### config.mk
export PLATFORM = sky130hd
export DESIGN_NAME = serial_tx_core
export DESIGN_NICKNAME = d
export VERILOG_FILES = /design/src/rtl/stx_pkg.sv /design/src/rtl/stx_fifo.sv /design/src/rtl/stx_bit_timer.sv /design/src/rtl/stx_serializer.sv /design/src/rtl/serial_tx_core.sv
export SDC_FILE = /design/constraint.sdc
export NUM_CORES = 1
export LEC_CHECK = 0
export ABC_AREA = 1
export BUFFER_PORTS_ARGS = -buffer_cell sky130_fd_sc_hd__buf_4
export CORE_AREA = 2 2 92 138
export CTS_CLUSTER_DIAMETER = 120
export DETAILED_ROUTE_END_ITERATION = 16
export DIE_AREA = 0 0 94 140
export GPL_ROUTABILITY_DRIVEN = 1
export GPL_TIMING_DRIVEN = 0
export PLACE_DENSITY = 0.85
export SYNTH_ARGS = -nofsm -noshare
export SYNTH_HDL_FRONTEND = slang
export SYNTH_SLANG_ARGS = --single-unit
### constraint.sdc
create_clock -name clk_i -period 4.1 [get_ports clk_i]
set_clock_uncertainty 0.1 [all_clocks]
set_input_delay 0.82 -clock clk_i [delete_from_list [all_inputs] [get_ports clk_i]]
set_output_delay 0.82 -clock clk_i [all_outputs]
set_load 0.02 [all_outputs]
### src/rtl/stx_pkg.sv
package stx_pkg;
  typedef enum logic [2:0] {
    ST_IDLE,
    ST_START,
    ST_DATA,
    ST_PAR,
    ST_STOP
  } stx_state_e;

  typedef struct packed {
    logic [1:0] wlen;
    logic       par_en;
    logic       par_even;
    logic       two_stop;
  } stx_fmt_t;
endpackage

### src/rtl/stx_fifo.sv
module stx_fifo #(
  parameter int DW    = 8,
  parameter int DEPTH = 16
) (
  input  logic          clk_i,
  input  logic          rst_ni,
  input  logic          push_i,
  input  logic [DW-1:0] push_data_i,
  input  logic          pop_i,
  output logic [DW-1:0] head_o,
  output logic          full_o,
  output logic          empty_o
);
  localparam int AW = (DEPTH > 1) ? $clog2(DEPTH) : 1;
  localparam int CW = $clog2(DEPTH + 1);

  logic [DW-1:0] mem_q [DEPTH];
  logic [AW-1:0] wr_ptr_q, rd_ptr_q;
  logic [CW-1:0] cnt_q;
  logic          do_push, do_pop;

  assign full_o  = (cnt_q == CW'(DEPTH));
  assign empty_o = (cnt_q == '0);
  assign do_push = push_i && !full_o;
  assign do_pop  = pop_i && !empty_o;
  assign head_o  = mem_q[rd_ptr_q];

  function automatic logic [AW-1:0] nxt(input logic [AW-1:0] p);
    return (p == AW'(DEPTH - 1)) ? '0 : p + AW'(1);
  endfunction

  always_ff @(posedge clk_i or negedge rst_ni) begin
    if (!rst_ni) begin
      wr_ptr_q <= '0;
      rd_ptr_q <= '0;
      cnt_q    <= '0;
    end else begin
      if (do_push) wr_ptr_q <= nxt(wr_ptr_q);
      if (do_pop)  rd_ptr_q <= nxt(rd_ptr_q);
      if (do_push && !do_pop)      cnt_q <= cnt_q + CW'(1);
      else if (do_pop && !do_push) cnt_q <= cnt_q - CW'(1);
    end
  end

  always_ff @(posedge clk_i) begin
    if (do_push) mem_q[wr_ptr_q] <= push_data_i;
  end
endmodule

### src/rtl/stx_bit_timer.sv
module stx_bit_timer #(
  parameter int OVERSAMPLE = 16
) (
  input  logic clk_i,
  input  logic rst_ni,
  input  logic clear_i,
  input  logic tick_i,
  output logic bit_end_o
);
  localparam int TW = (OVERSAMPLE > 1) ? $clog2(OVERSAMPLE) : 1;

  logic [TW-1:0] cnt_q;

  assign bit_end_o = tick_i && (cnt_q == TW'(OVERSAMPLE - 1));

  always_ff @(posedge clk_i or negedge rst_ni) begin
    if (!rst_ni)        cnt_q <= '0;
    else if (clear_i)   cnt_q <= '0;
    else if (bit_end_o) cnt_q <= '0;
    else if (tick_i)    cnt_q <= cnt_q + TW'(1);
  end
endmodule

### src/rtl/stx_serializer.sv
module stx_serializer
  import stx_pkg::*;
#(
  parameter int DW         = 8,
  parameter int OVERSAMPLE = 16
) (
  input  logic          clk_i,
  input  logic          rst_ni,
  input  logic          run_i,
  input  logic          avail_i,
  input  logic [DW-1:0] data_i,
  input  stx_fmt_t      fmt_i,
  input  logic          tick_i,
  output logic          pop_o,
  output logic          txd_o
);
  localparam int IW = $clog2(DW);

  stx_state_e    state_q;
  stx_fmt_t      fmt_q;
  logic [DW-1:0] shreg_q;
  logic [IW-1:0] bit_idx_q;
  logic          par_q, stop2_q;
  logic          load, bit_end;
  logic [IW-1:0] last_in, last_q;
  logic [DW-1:0] masked;

  assign load    = (state_q == ST_IDLE) && run_i && avail_i;
  assign pop_o   = load;
  assign last_in = IW'(DW - 4) + IW'(fmt_i.wlen);
  assign last_q  = IW'(DW - 4) + IW'(fmt_q.wlen);

  for (genvar i = 0; i < DW; i++) begin : g_mask
    assign masked[i] = data_i[i] & (IW'(i) <= last_in);
  end

  stx_bit_timer #(.OVERSAMPLE(OVERSAMPLE)) u_timer (
    .clk_i    (clk_i),
    .rst_ni   (rst_ni),
    .clear_i  ((state_q == ST_IDLE) || !run_i),
    .tick_i   (tick_i),
    .bit_end_o(bit_end)
  );

  always_ff @(posedge clk_i or negedge rst_ni) begin
    if (!rst_ni) begin
      state_q   <= ST_IDLE;
      fmt_q     <= '0;
      shreg_q   <= '0;
      bit_idx_q <= '0;
      par_q     <= 1'b0;
      stop2_q   <= 1'b0;
      txd_o     <= 1'b1;
    end else if (!run_i) begin
      state_q <= ST_IDLE;
      txd_o   <= 1'b1;
    end else begin
      unique case (state_q)
        ST_IDLE: if (avail_i) begin
          shreg_q   <= data_i;
          fmt_q     <= fmt_i;
          par_q     <= fmt_i.par_even ? ^masked : ~^masked;
          bit_idx_q <= '0;
          state_q   <= ST_START;
          txd_o     <= 1'b0;
        end
        ST_START: if (bit_end) begin
          txd_o   <= shreg_q[0];
          shreg_q <= shreg_q >> 1;
          state_q <= ST_DATA;
        end
        ST_DATA: if (bit_end) begin
          if (bit_idx_q == last_q) begin
            stop2_q <= 1'b0;
            if (fmt_q.par_en) begin
              txd_o   <= par_q;
              state_q <= ST_PAR;
            end else begin
              txd_o   <= 1'b1;
              state_q <= ST_STOP;
            end
          end else begin
            bit_idx_q <= bit_idx_q + IW'(1);
            txd_o     <= shreg_q[0];
            shreg_q   <= shreg_q >> 1;
          end
        end
        ST_PAR: if (bit_end) begin
          txd_o   <= 1'b1;
          state_q <= ST_STOP;
        end
        ST_STOP: if (bit_end) begin
          if (fmt_q.two_stop && !stop2_q) stop2_q <= 1'b1;
          else                            state_q <= ST_IDLE;
        end
        default: begin
          state_q <= ST_IDLE;
          txd_o   <= 1'b1;
        end
      endcase
    end
  end
endmodule

### src/rtl/serial_tx_core.sv
module serial_tx_core
  import stx_pkg::*;
#(
  parameter int FIFO_DEPTH = 16,
  parameter int CHAR_W     = 8,
  parameter int WDATA_W    = 16,
  parameter int OVERSAMPLE = 16
) (
  input  logic               clk_i,
  input  logic               rst_ni,
  input  logic               uart_en_i,
  input  logic               tx_en_i,
  input  logic               tick16_i,
  input  logic               wr_valid_i,
  input  logic [WDATA_W-1:0] wr_data_i,
  input  logic [1:0]         word_len_i,
  input  logic               par_en_i,
  input  logic               par_even_i,
  input  logic               two_stop_i,
  output logic               fifo_full_o,
  output logic               fifo_empty_o,
  output logic               txd_o
);
  logic              run, pop;
  logic [CHAR_W-1:0] head;
  stx_fmt_t          fmt;
  logic              unused_hi;

  assign run       = uart_en_i && tx_en_i;
  assign fmt       = '{wlen: word_len_i, par_en: par_en_i,
                       par_even: par_even_i, two_stop: two_stop_i};
  assign unused_hi = ^wr_data_i[WDATA_W-1:CHAR_W];

  stx_fifo #(.DW(CHAR_W), .DEPTH(FIFO_DEPTH)) u_fifo (
    .clk_i      (clk_i),
    .rst_ni     (rst_ni),
    .push_i     (wr_valid_i),
    .push_data_i(wr_data_i[CHAR_W-1:0]),
    .pop_i      (pop),
    .head_o     (head),
    .full_o     (fifo_full_o),
    .empty_o    (fifo_empty_o)
  );

  stx_serializer #(.DW(CHAR_W), .OVERSAMPLE(OVERSAMPLE)) u_ser (
    .clk_i  (clk_i),
    .rst_ni (rst_ni),
    .run_i  (run),
    .avail_i(!fifo_empty_o),
    .data_i (head),
    .fmt_i  (fmt),
    .tick_i (tick16_i),
    .pop_o  (pop),
    .txd_o  (txd_o)
  );
endmodule

======== After elaboration in Yosys (flattened, before gate mapping) ========
Memories as Yosys holds them, arrays and structs flattened.
Index checks and enable logic that the tools add are counted.
word-level totals
  register bits after elaboration ......... 38
  memory bits (writable) .................. 128
  bits of input ports ..................... 27
  output and inout bits ................... 3
  logic and storage cells ................. 136
  memories kept ........................... 1
operators by class
  $add $sub $neg .......................... 8
  order comparisons ....................... 8
  eq/ne operators ......................... 24
  multiplexer cells ....................... 42
  bitwise operators ....................... 9
  reduce and logical (&&, ||, !) cells .... 31
memories
  memory        depth  bits a word  read ports  clocked after memory_dff  wr ports  line            RTL
  u_fifo.mem_q  16     8            1           0                         1         stx_fifo.sv:17  logic [DW-1:0] mem_q [DEPTH];
operator list
  operator                                                               number
  3-bit 2-to-1 mux                                                       12
  8-bit 2-to-1 mux                                                       4
  8-bit one-hot mux with 3 select lines                                  1
  3-bit != test (second input constant)                                  7
  4-bit 2-to-1 mux                                                       5
  3-bit one-hot mux with 5 select lines                                  1
  1-bit 2-to-1 mux                                                       14
  4-bit by 1-bit adder with 4-bit output (second input constant)         3
  4-bit == test (second input constant)                                  3
  3-bit <= comparator (first input constant)                             4
  6-bit AND reduction                                                    2
  5-bit 2-to-1 mux                                                       2
  2-bit by 1-bit != test with 1-bit output (second input constant)       5
  5-bit AND reduction                                                    2
  1-bit logical AND                                                      9
  1-bit bitwise AND                                                      8
  8-bit XNOR reduction                                                   1
  8-bit XOR reduction                                                    1
  7-bit AND reduction                                                    1
  3-bit by 2-bit adder with 3-bit output (first input constant)          2
  3-bit by 2-bit == test with 1-bit output (second input constant)       2
  1-bit by 3-bit <= comparator with 1-bit output (first input constant)  2
  2-bit by 3-bit <= comparator with 1-bit output (first input constant)  2
  1-bit zero test                                                        6
  other kinds (18)                                                       23

======== Longest topological paths before layout ========
Gate-level depths: netlist of the first run.
  depth in word-level cells ............... 7
  gate-level depth with buffers ........... 18
  gate-level depth less buffers ........... 17

======== Cells and area by module ========
Synthesis of the first run repeated with hierarchy kept, for this count alone.
unflattened totals
  cell total of the unflattened synthesis .. 889
  area total of the unflattened synthesis .. 8164.1 um^2
modules (own cells, without submodules)
  module          times used  cells an instance  area an instance (um^2)  sequential area each (um^2)
  stx_fifo        1           637                6449.9                   4169.0
  stx_serializer  1           219                1471.4                   526.8
  stx_bit_timer   1           30                 231.5                    100.1
  serial_tx_core  1           3                  11.3                     0.0

======== Worst setup path after synthesis of the first run ========
No wires, ideal clock.
  kind .................................... input port to flip-flop
  from .................................... input uart_en_i
  to ...................................... register u_fifo.cnt_q[4]
  library setup time ...................... 0.125 ns
  arrival time ............................ 2.795 ns
  required time ........................... 3.875 ns
  path slack .............................. 1.080 ns
  cell stages on the path ................. 16
  path buffers ............................ 0
  cell sequence ........................... nand2_1 > nor2_2 > inv_2 > o21ai_2 > nand2_4 > nor2_8 > inv_4 > ha_1 > inv_1 > ha_1 > a21o_1 > a31oi_1 > nand2_1 > nand2_1 > nor2_1 > xor2_1
on the way
  longest elaborated chain between the ends .. 7
  elaborated cells on any way between the ends .. 9
  classes of those cells .................. 1 x mux; 8 x reduce/logical
RTL lines
  element                                                        line                  RTL
  start: declaration                                             serial_tx_core.sv:11  input logic uart_en_i,
  1-bit logical AND (*)                                          serial_tx_core.sv:29  assign run = uart_en_i && tx_en_i;
  1-bit logical AND (*) (2 in series)                            stx_serializer.sv:28  assign load = (state_q == ST_IDLE) && run_i && avail_i;
  1-bit logical AND (*)                                          stx_fifo.sv:25        assign do_pop = pop_i && !empty_o;
  1-bit zero test                                                stx_fifo.sv:40        if (do_push && !do_pop) cnt_q <= cnt_q + CW'(1);
  1-bit logical AND                                              stx_fifo.sv:40
  5-bit 2-to-1 mux / 2-bit nonzero test (equally long branches)  -
  end signal: assignment                                         stx_fifo.sv:40
  end signal: assignment                                         stx_fifo.sv:41        else if (do_pop && !do_push) cnt_q <= cnt_q - CW'(1);
  end: declaration                                               stx_fifo.sv:19        logic [CW-1:0] cnt_q;
Mark *: on every way between the ends. The rest lies on a longest branch, timed or not.
A chain may end at the register's enable or synchronous reset.

======== Worst setup path in the final report of the first run ========
  from .................................... register u_ser.state_q[2]
  to ...................................... register u_fifo.cnt_q[4]
on the way
  longest elaborated chain between the ends .. 7
  elaborated cells on any way between the ends .. 9
  classes of those cells .................. 1 x mux; 8 x reduce/logical
RTL lines
  element                                                        line                  RTL
  start: declaration                                             stx_serializer.sv:19  stx_state_e state_q;
  start signal: assignment                                       stx_serializer.sv:47  state_q <= ST_IDLE;
  start signal: assignment                                       stx_serializer.sv:55  state_q <= ST_IDLE;
  start signal: assignment                                       stx_serializer.sv:64  state_q <= ST_START;
  3-bit zero test (*)                                            stx_serializer.sv:28
  1-bit logical AND (*) (2 in series)                            stx_serializer.sv:28
  1-bit logical AND (*)                                          stx_fifo.sv:25
  1-bit zero test                                                stx_fifo.sv:40
  1-bit logical AND                                              stx_fifo.sv:40
  5-bit 2-to-1 mux / 2-bit nonzero test (equally long branches)  -
Marks and branches as above.

==> results of run 1 <==
cells by family after synthesis:
| family | count (synthesis) |
|---|---|
| AO/OA/AOI/OAI | 83 |
| XOR/XNOR | 7 |
| adder cells (fa/ha/maj) | 12 |
| AND/OR/NAND/NOR | 405 |
| buffers and inverters | 89 |
| flip-flops | 166 |
cells in the mapped netlist, types with 4 or more instances:
cell      count  area, um2
inv_2         7      26.28
nor3_1        4      20.02
buf_4         5      37.54
a21oi_1      23      115.1
buf_2         9      45.04
dfrtp_1      37      925.9
nand2_1     235      882.1
nor2_2        5      31.28
buf_6         4      45.04
inv_1        55      206.5
o211ai_1      7      52.55
nor2_1       91      341.6
clkbuf_1      4      15.01
ha_1         11      137.6
edfxtp_1    128       3844
xor2_1        6      52.55
o21ai_0      34      170.2
nand3_1      60      300.3
a31oi_1       6      37.54
where the power goes:
group          switching, mW  total [mW]  internal, mW
Clock                  0.671        1.45         0.778
Sequential             0.130        2.21          2.08
Combinational           1.59        2.27         0.689
Total                   2.39        5.93          3.54
registers in the layout (all words and copies together), names as in the netlist:
| signal | flops |
|---|---|
| u_fifo.cnt_q | 5 |
| u_fifo.wr_ptr_q | 4 |
| u_fifo.rd_ptr_q | 4 |
| u_ser.bit_idx_q | 3 |
| u_ser.fmt_q | 4 |
| u_ser.txd_o | 1 |
| u_ser.par_q | 1 |
| u_ser.u_timer.cnt_q | 4 |
| u_ser.state_q | 3 |
| u_ser.stop2_q | 1 |
| u_fifo.mem_q | 128 |
| u_ser.shreg_q | 8 |
layer usage:
metal / vias to the layer above / global-route usage / part of all wire
met3: 80 / 0.05810 / 0.062
li1: 2625 / - / -
met2: 272 / 0.5034 / 0.53
met4: 0 / 0.1533 / 0.050
met1: 2645 / 0.3148 / 0.36
met5: - / 0 / 0
final timing paths:
check	start	end	cells after the start
setup / recovery	u_ser.state_q[2]	u_fifo.cnt_q[4]	16
hold reg to reg	u_ser.txd_o	u_ser.txd_o	2
setup reg to reg	u_ser.state_q[2]	u_fifo.cnt_q[4]	16
min in group clk_i	u_ser.txd_o	u_ser.txd_o	2
hold / removal	rst_ni	u_fifo.cnt_q[1]	1
max in group asynchronous	rst_ni	u_ser.txd_o	1
area by class of cell:
| type | instances | area share |
|---|---|---|
| buffer | 23 | 0.01730 |
| clock buffer | 18 | 0.05071 |
| clock inverter | 14 | 0.01227 |
| inverter | 66 | 0.02986 |
| multi-input combinational | 507 | 0.2819 |
| sequential | 166 | 0.5667 |
| tap | 153 | 0.02262 |
| timing repair buffer | 21 | 0.01863 |
==> results.sh, run 1 <==
export IMPL_synth_edf_count=128
export IMPL_crit_arrival_ps=3340
export IMPL_layout_nets=841
export IMPL_grt_pass1_vias=5624
export IMPL_fill_cells=799
export IMPL_period_needed_ps=3132
export IMPL_cts_tree="built"
export IMPL_slew_headroom=0.2430
export IMPL_hp_class="in2async"
export IMPL_num_vias=5622
export IMPL_end_kind="register"
export IMPL_multi_input_area_um2=2386
export IMPL_rows=49
export IMPL_setup_viol=0
export IMPL_worst_slack_ps=968.2
export IMPL_p_leak_nw=3.508
export IMPL_worstSkewPairLatency_ps=420
export IMPL_fin_area_um2=8463
export IMPL_cp_max_fo=8
export IMPL_drv_cap=0
export IMPL_via_per_inst=5.808
export IMPL_synth_xor_area_share=0.008087
export IMPL_synth_top_family_by_area="simple AND/OR/NAND/NOR gates"
export IMPL_yosysUniqueCellTypes=42
export IMPL_final_antenna_net_count=0
export IMPL_crit_slowest_cell="dfrtp_1"
export IMPL_htreeDepth=4
export IMPL_syn_to_final_growth_pct=11.64
export IMPL_place_inst=936
export IMPL_initial_utilization=0.6341
export IMPL_pre_cts_ws_ps=647.6
export IMPL_syn_inst=762
export IMPL_cts_repair_resized=0
export IMPL_crit_path_cell_trace="nor3_2, nor2_2, inv_2, o21ai_2, nand2_4, nor2_8, inv_4, ha_1, inv_1, ha_1, a21o_1, a31oi_1, nand2_1, nand2_1, nor2_1, xor2_1"
export IMPL_ff2ff_setup_slack_ps=970
export IMPL_drc_errors=0
export IMPL_place_area_um2=7930
export IMPL_critPathKind="reg2reg"
export IMPL_dr_first_iter_drc_count=462
export IMPL_wl_per_cell_um=18.43
export IMPL_synth_seq_cells=166
export IMPL_tns_ps=0
export IMPL_timing_fmax_mhz=319.3
export IMPL_dpl_hpwl_um=12320
export IMPL_path_buf_inv=3
export IMPL_ios=30
export IMPL_status="finished clean"
export IMPL_die_w_um=94
export IMPL_antenna_found_initial=0
export IMPL_syn_num_nets=801
export IMPL_die_y_um=140
export IMPL_cts_root_buf="clkbuf_16"
export IMPL_grt_max_degree=39
export IMPL_design_power_total_mw=5.930
export IMPL_ir_worst_vdd_uv=332.1
export IMPL_grt_first_pass_wirelength_um=28100
export IMPL_final_core_utilization=0.7079
export IMPL_die_area_um2=13160
export IMPL_slew_viol_final=0
export IMPL_dr_pass1_iters=6
export IMPL_cts_hold_fix_buffers=0
export IMPL_synth_compound_area_frac=0.06420
export IMPL_wl_um=17840
export IMPL_synth_area_um2=7581
export IMPL_hold_ws_ps=254.3
export IMPL_yosys_area_share_simple=0.2217
export IMPL_hold_violations=0
export IMPL_rsz0062_at_grt="false"
export IMPL_clk_pin_slew_ps=70
export IMPL_seqCellArea_um2=4796
export IMPL_ys_flop_type="edfxtp_1"
export IMPL_synthAdderAreaFrac=0.02080
export IMPL_gp_congestion=0.8821
export IMPL_cp_data_required_time_ps=4310
export IMPL_grt_usage=0.2843
export IMPL_cts_setup_buffers=0
export IMPL_async_flop_share=0.2289
export IMPL_drive_above_1_share=0.1141
export IMPL_powerDensity_nw_per_um2=700.7
export IMPL_avgSynthCellArea_um2=9.949
export IMPL_ys_seq_area_frac=0.6326
export IMPL_muxShareOfSynthArea=0
export IMPL_cp_slowest_stage_delay_ps=450
export IMPL_clk_path_buf_depth=2
export IMPL_layoutNonFillerInstCount=968
export IMPL_cts_buffers=17
export IMPL_start_kind="register"
export IMPL_portBuffers=21
export IMPL_final_common_cell="nand2_1"
export IMPL_period_share=0.7638
export IMPL_grt_ovfl_total=0
export IMPL_core_area_um2=11960
export IMPL_yosysWarnings=0
export IMPL_worstMarginPinSlew_ps=1131
export IMPL_diodes=0
export IMPL_cts_sinks=166
export IMPL_mostFrequentLayoutCells="nand2_1, edfxtp_1, nor2_1"
export IMPL_crit_family="simple AND/OR/NAND/NOR gates"
No activity file was read; power rests on OpenSTA's default activity.
==> run 2, diff against run 1 <==
- ABC_AREA: 1 -> 0
- CORE_AREA: 2 2 92 138 -> 2 2 92 139
- DIE_AREA: 0 0 94 140 -> 0 0 94 141
- PLACE_DENSITY: 0.85 -> 0.82
- clock period: 4.1 -> 3.15 ns (I/O delays scaled with it)
==> run 2 against run 1 <==
Net effect: critical path depth decreased by 4; register-to-register slack lost 770 ps; synthesized cell count down 38%; final cell count decreased by 29%; die area grew 0.71%; first-iteration DRC count is 21% lower; flip-flop and latch count did not move; sequential power rose by 29%; highest routed layer unchanged.
==> results.sh, run 2 <==
export IMPL_status="finished clean"
export IMPL_yosysTopAreaCell="edfxtp_1"
export IMPL_cts_buffers=17
export IMPL_die_area_um2=13250
export IMPL_crit_arrival_ps=3170
export IMPL_powerDensity_nw_per_um2=902.5
export IMPL_num_vias=4204
export IMPL_muxShareOfSynthArea=0.1201
export IMPL_diodes=0
export IMPL_ir_worst_vdd_uv=423.6
export IMPL_pre_cts_ws_ps=-717.2
export IMPL_timing_fmax_mhz=339.1
export IMPL_synthAdderAreaFrac=0.02188
export IMPL_layoutNonFillerInstCount=688
export IMPL_grt_pass1_vias=4286
export IMPL_grt_first_pass_wirelength_um=22570
export IMPL_grt_max_degree=39
export IMPL_yosys_top_cells_area="edfxtp_1, dfrtp_1, mux4_1, mux2i_1, mux4_2"
export IMPL_yosysWarnings=0
export IMPL_rows=50
export IMPL_synth_compound_area_frac=0.06806
export IMPL_worstSkewPairLatency_ps=430
export IMPL_design_power_total_mw=7.441
export IMPL_ys_seq_area_frac=0.6655
export IMPL_hold_violations=0
export IMPL_reg_largest_list="u_fifo.mem_q: 128 flops, u_ser.shreg_q: 8 flops, u_fifo.cnt_q: 5 flops"
export IMPL_worst_slack_ps=201.1
export IMPL_async_flop_share=0.2289
export IMPL_syn_to_final_growth_pct=14.39
export IMPL_gp_congestion=0.8141
export IMPL_avgSynthCellArea_um2=15.17
export IMPL_r2r_cells=12
export IMPL_netlist_top_cells_count="edfxtp_1, nand2_1, dfrtp_1"
export IMPL_yosys_area_share_simple=0.07292
export IMPL_final_antenna_net_count=0
export IMPL_synth_seq_cells=166
export IMPL_top_register="u_fifo.mem_q"
export IMPL_end_kind="register"
export IMPL_clk_pin_slew_ps=70
export IMPL_yosysUniqueCellTypes=52
export IMPL_synth_area_um2=7207
export IMPL_yosysMostFrequentCell="edfxtp_1"
export IMPL_synth_top_family_by_area="multiplexers"
export IMPL_yosysTopAreaCellShare=0.5333
export IMPL_cts_tree="built"
export IMPL_mostFrequentLayoutCells="edfxtp_1, nand2_1, dfrtp_1"
export IMPL_place_inst=652
export IMPL_slew_viol_final=0
export IMPL_start_kind="register"
export IMPL_period_needed_ps=2949
export IMPL_portBuffers=20
export IMPL_critPathKind="reg2reg"
export IMPL_hp_class="in2async"
export IMPL_wl_per_cell_um=21.74
export IMPL_dpl_hpwl_um=9859
export IMPL_cts_root_buf="clkbuf_16"
export IMPL_cts_sinks=166
export IMPL_antenna_found_initial=0
export IMPL_ys_flop_type="edfxtp_1"
export IMPL_worstMarginPinSlew_ps=1070
export IMPL_cts_hold_fix_buffers=0
export IMPL_largest_reg_flops=128
export IMPL_die_y_um=141
export IMPL_clk_path_buf_depth=2
export IMPL_synth_xor_area_share=0.02361
export IMPL_initial_utilization=0.5908
export IMPL_wl_um=14960
export IMPL_dr_pass1_iters=5
export IMPL_drv_cap=0
export IMPL_p_leak_nw=2.999
export IMPL_period_share=0.9362
export IMPL_slew_headroom=0.2843
export IMPL_layout_nets=558
export IMPL_final_common_cell="edfxtp_1"
export IMPL_drc_errors=0
export IMPL_via_per_inst=6.110
export IMPL_die_w_um=94
export IMPL_core_area_um2=12200
export IMPL_cp_max_fo=6
export IMPL_syn_num_nets=514
export IMPL_synth_edf_count=128
export IMPL_grt_usage=0.2374
export IMPL_dr_first_iter_drc_count=364
export IMPL_setup_viol=0
export IMPL_htreeDepth=4
export IMPL_grt_ovfl_total=0
export IMPL_drive_above_1_share=0.1692
export IMPL_cp_data_required_time_ps=3370
export IMPL_ios=30
export IMPL_syn_inst=475
-- run 2: where the power goes --
group	internal, mW	switching (mW)
sequential	2.68	0.168
combinational	1.14	1.30
clock	1.27	0.887
total	5.09	2.35
-- run 2: worst max-delay path: stages (launching register included) --
cell	delay, ps
dfrtp_1	430
nor4_1	350
nor2b_4	310
nor4_4	100
clkinv_2	110
ha_1	190
inv_1	110
fa_1	420
a21o_1	170
a21oi_1	190
xnor2_1	150
nor2_1	60
xor2_1	150
-- run 2: final cells by class --
cell class | instances | area, um2
fillers | 833 | 3955
well taps | 156 | 195.2
multi-input cells | 276 | 2247
clock inverters | 15 | 191.4
repair buffers | 25 | 185.2
plain buffers | 22 | 161.4
clock buffers | 17 | 425.4
flip-flops and latches | 166 | 4796
inverters | 11 | 42.54
-- run 2: timing repair --
| action | CTS | global route |
|---|---|---|
| resized for setup | 4 | 3 |
| setup endpoints to repair | 4 | 2 |
| buffers inserted | 0 | 4 |
-- run 2: routing by layer --
| layer | share of wire | vias up | global-route usage |
|---|---|---|---|
| li1 | - | 1912 | - |
| met5 | 0 | - | 0 |
| met1 | 0.37 | 2106 | 0.2571 |
| met3 | 0.047 | 42 | 0.05452 |
| met4 | 0.033 | 0 | 0.1053 |
| met2 | 0.55 | 144 | 0.4342 |
-- run 2: final timing paths --
| check | slack (ps) | endpoint | start |
|---|---|---|---|
| max | 200 | u_fifo.cnt_q[4] | u_fifo.cnt_q[0] |
| min | 50 | u_fifo.cnt_q[1] | rst_ni |
| max reg2reg | 200 | u_fifo.cnt_q[4] | u_fifo.cnt_q[0] |
| min reg2reg | 400 | u_ser.fmt_q[3] | u_ser.fmt_q[3] |
| max in group asynchronous | 2530 | u_ser.txd_o | rst_ni |
| min in group clk_i | 300 | u_ser.fmt_q[2] | par_en_i |
-- run 2: cell families after synthesis --
family / after synthesis
XOR/XNOR: 17
flip-flops: 166
multiplexers: 53
AO/OA/AOI/OAI: 76
adder cells (fa/ha/maj): 12
AND/OR/NAND/NOR: 118
buffers and inverters: 33
-- run 2: metrics by stage --
step / setup TNS [ps] / util / hold WS (ps) / instance area, um2
global route: -23.59 / 0.6758 / 89.73 / 8244
CTS: 0 / 0.6724 / 75.37 / 8203
finish: 0 / 0.6758 / 52.99 / 8244
floorplan: 0 / - / 234.4 / 7207
detailed placement: -1859 / 0.6203 / 371.8 / 7567
global placement: -1395 / 0.6191 / 358.4 / 7552
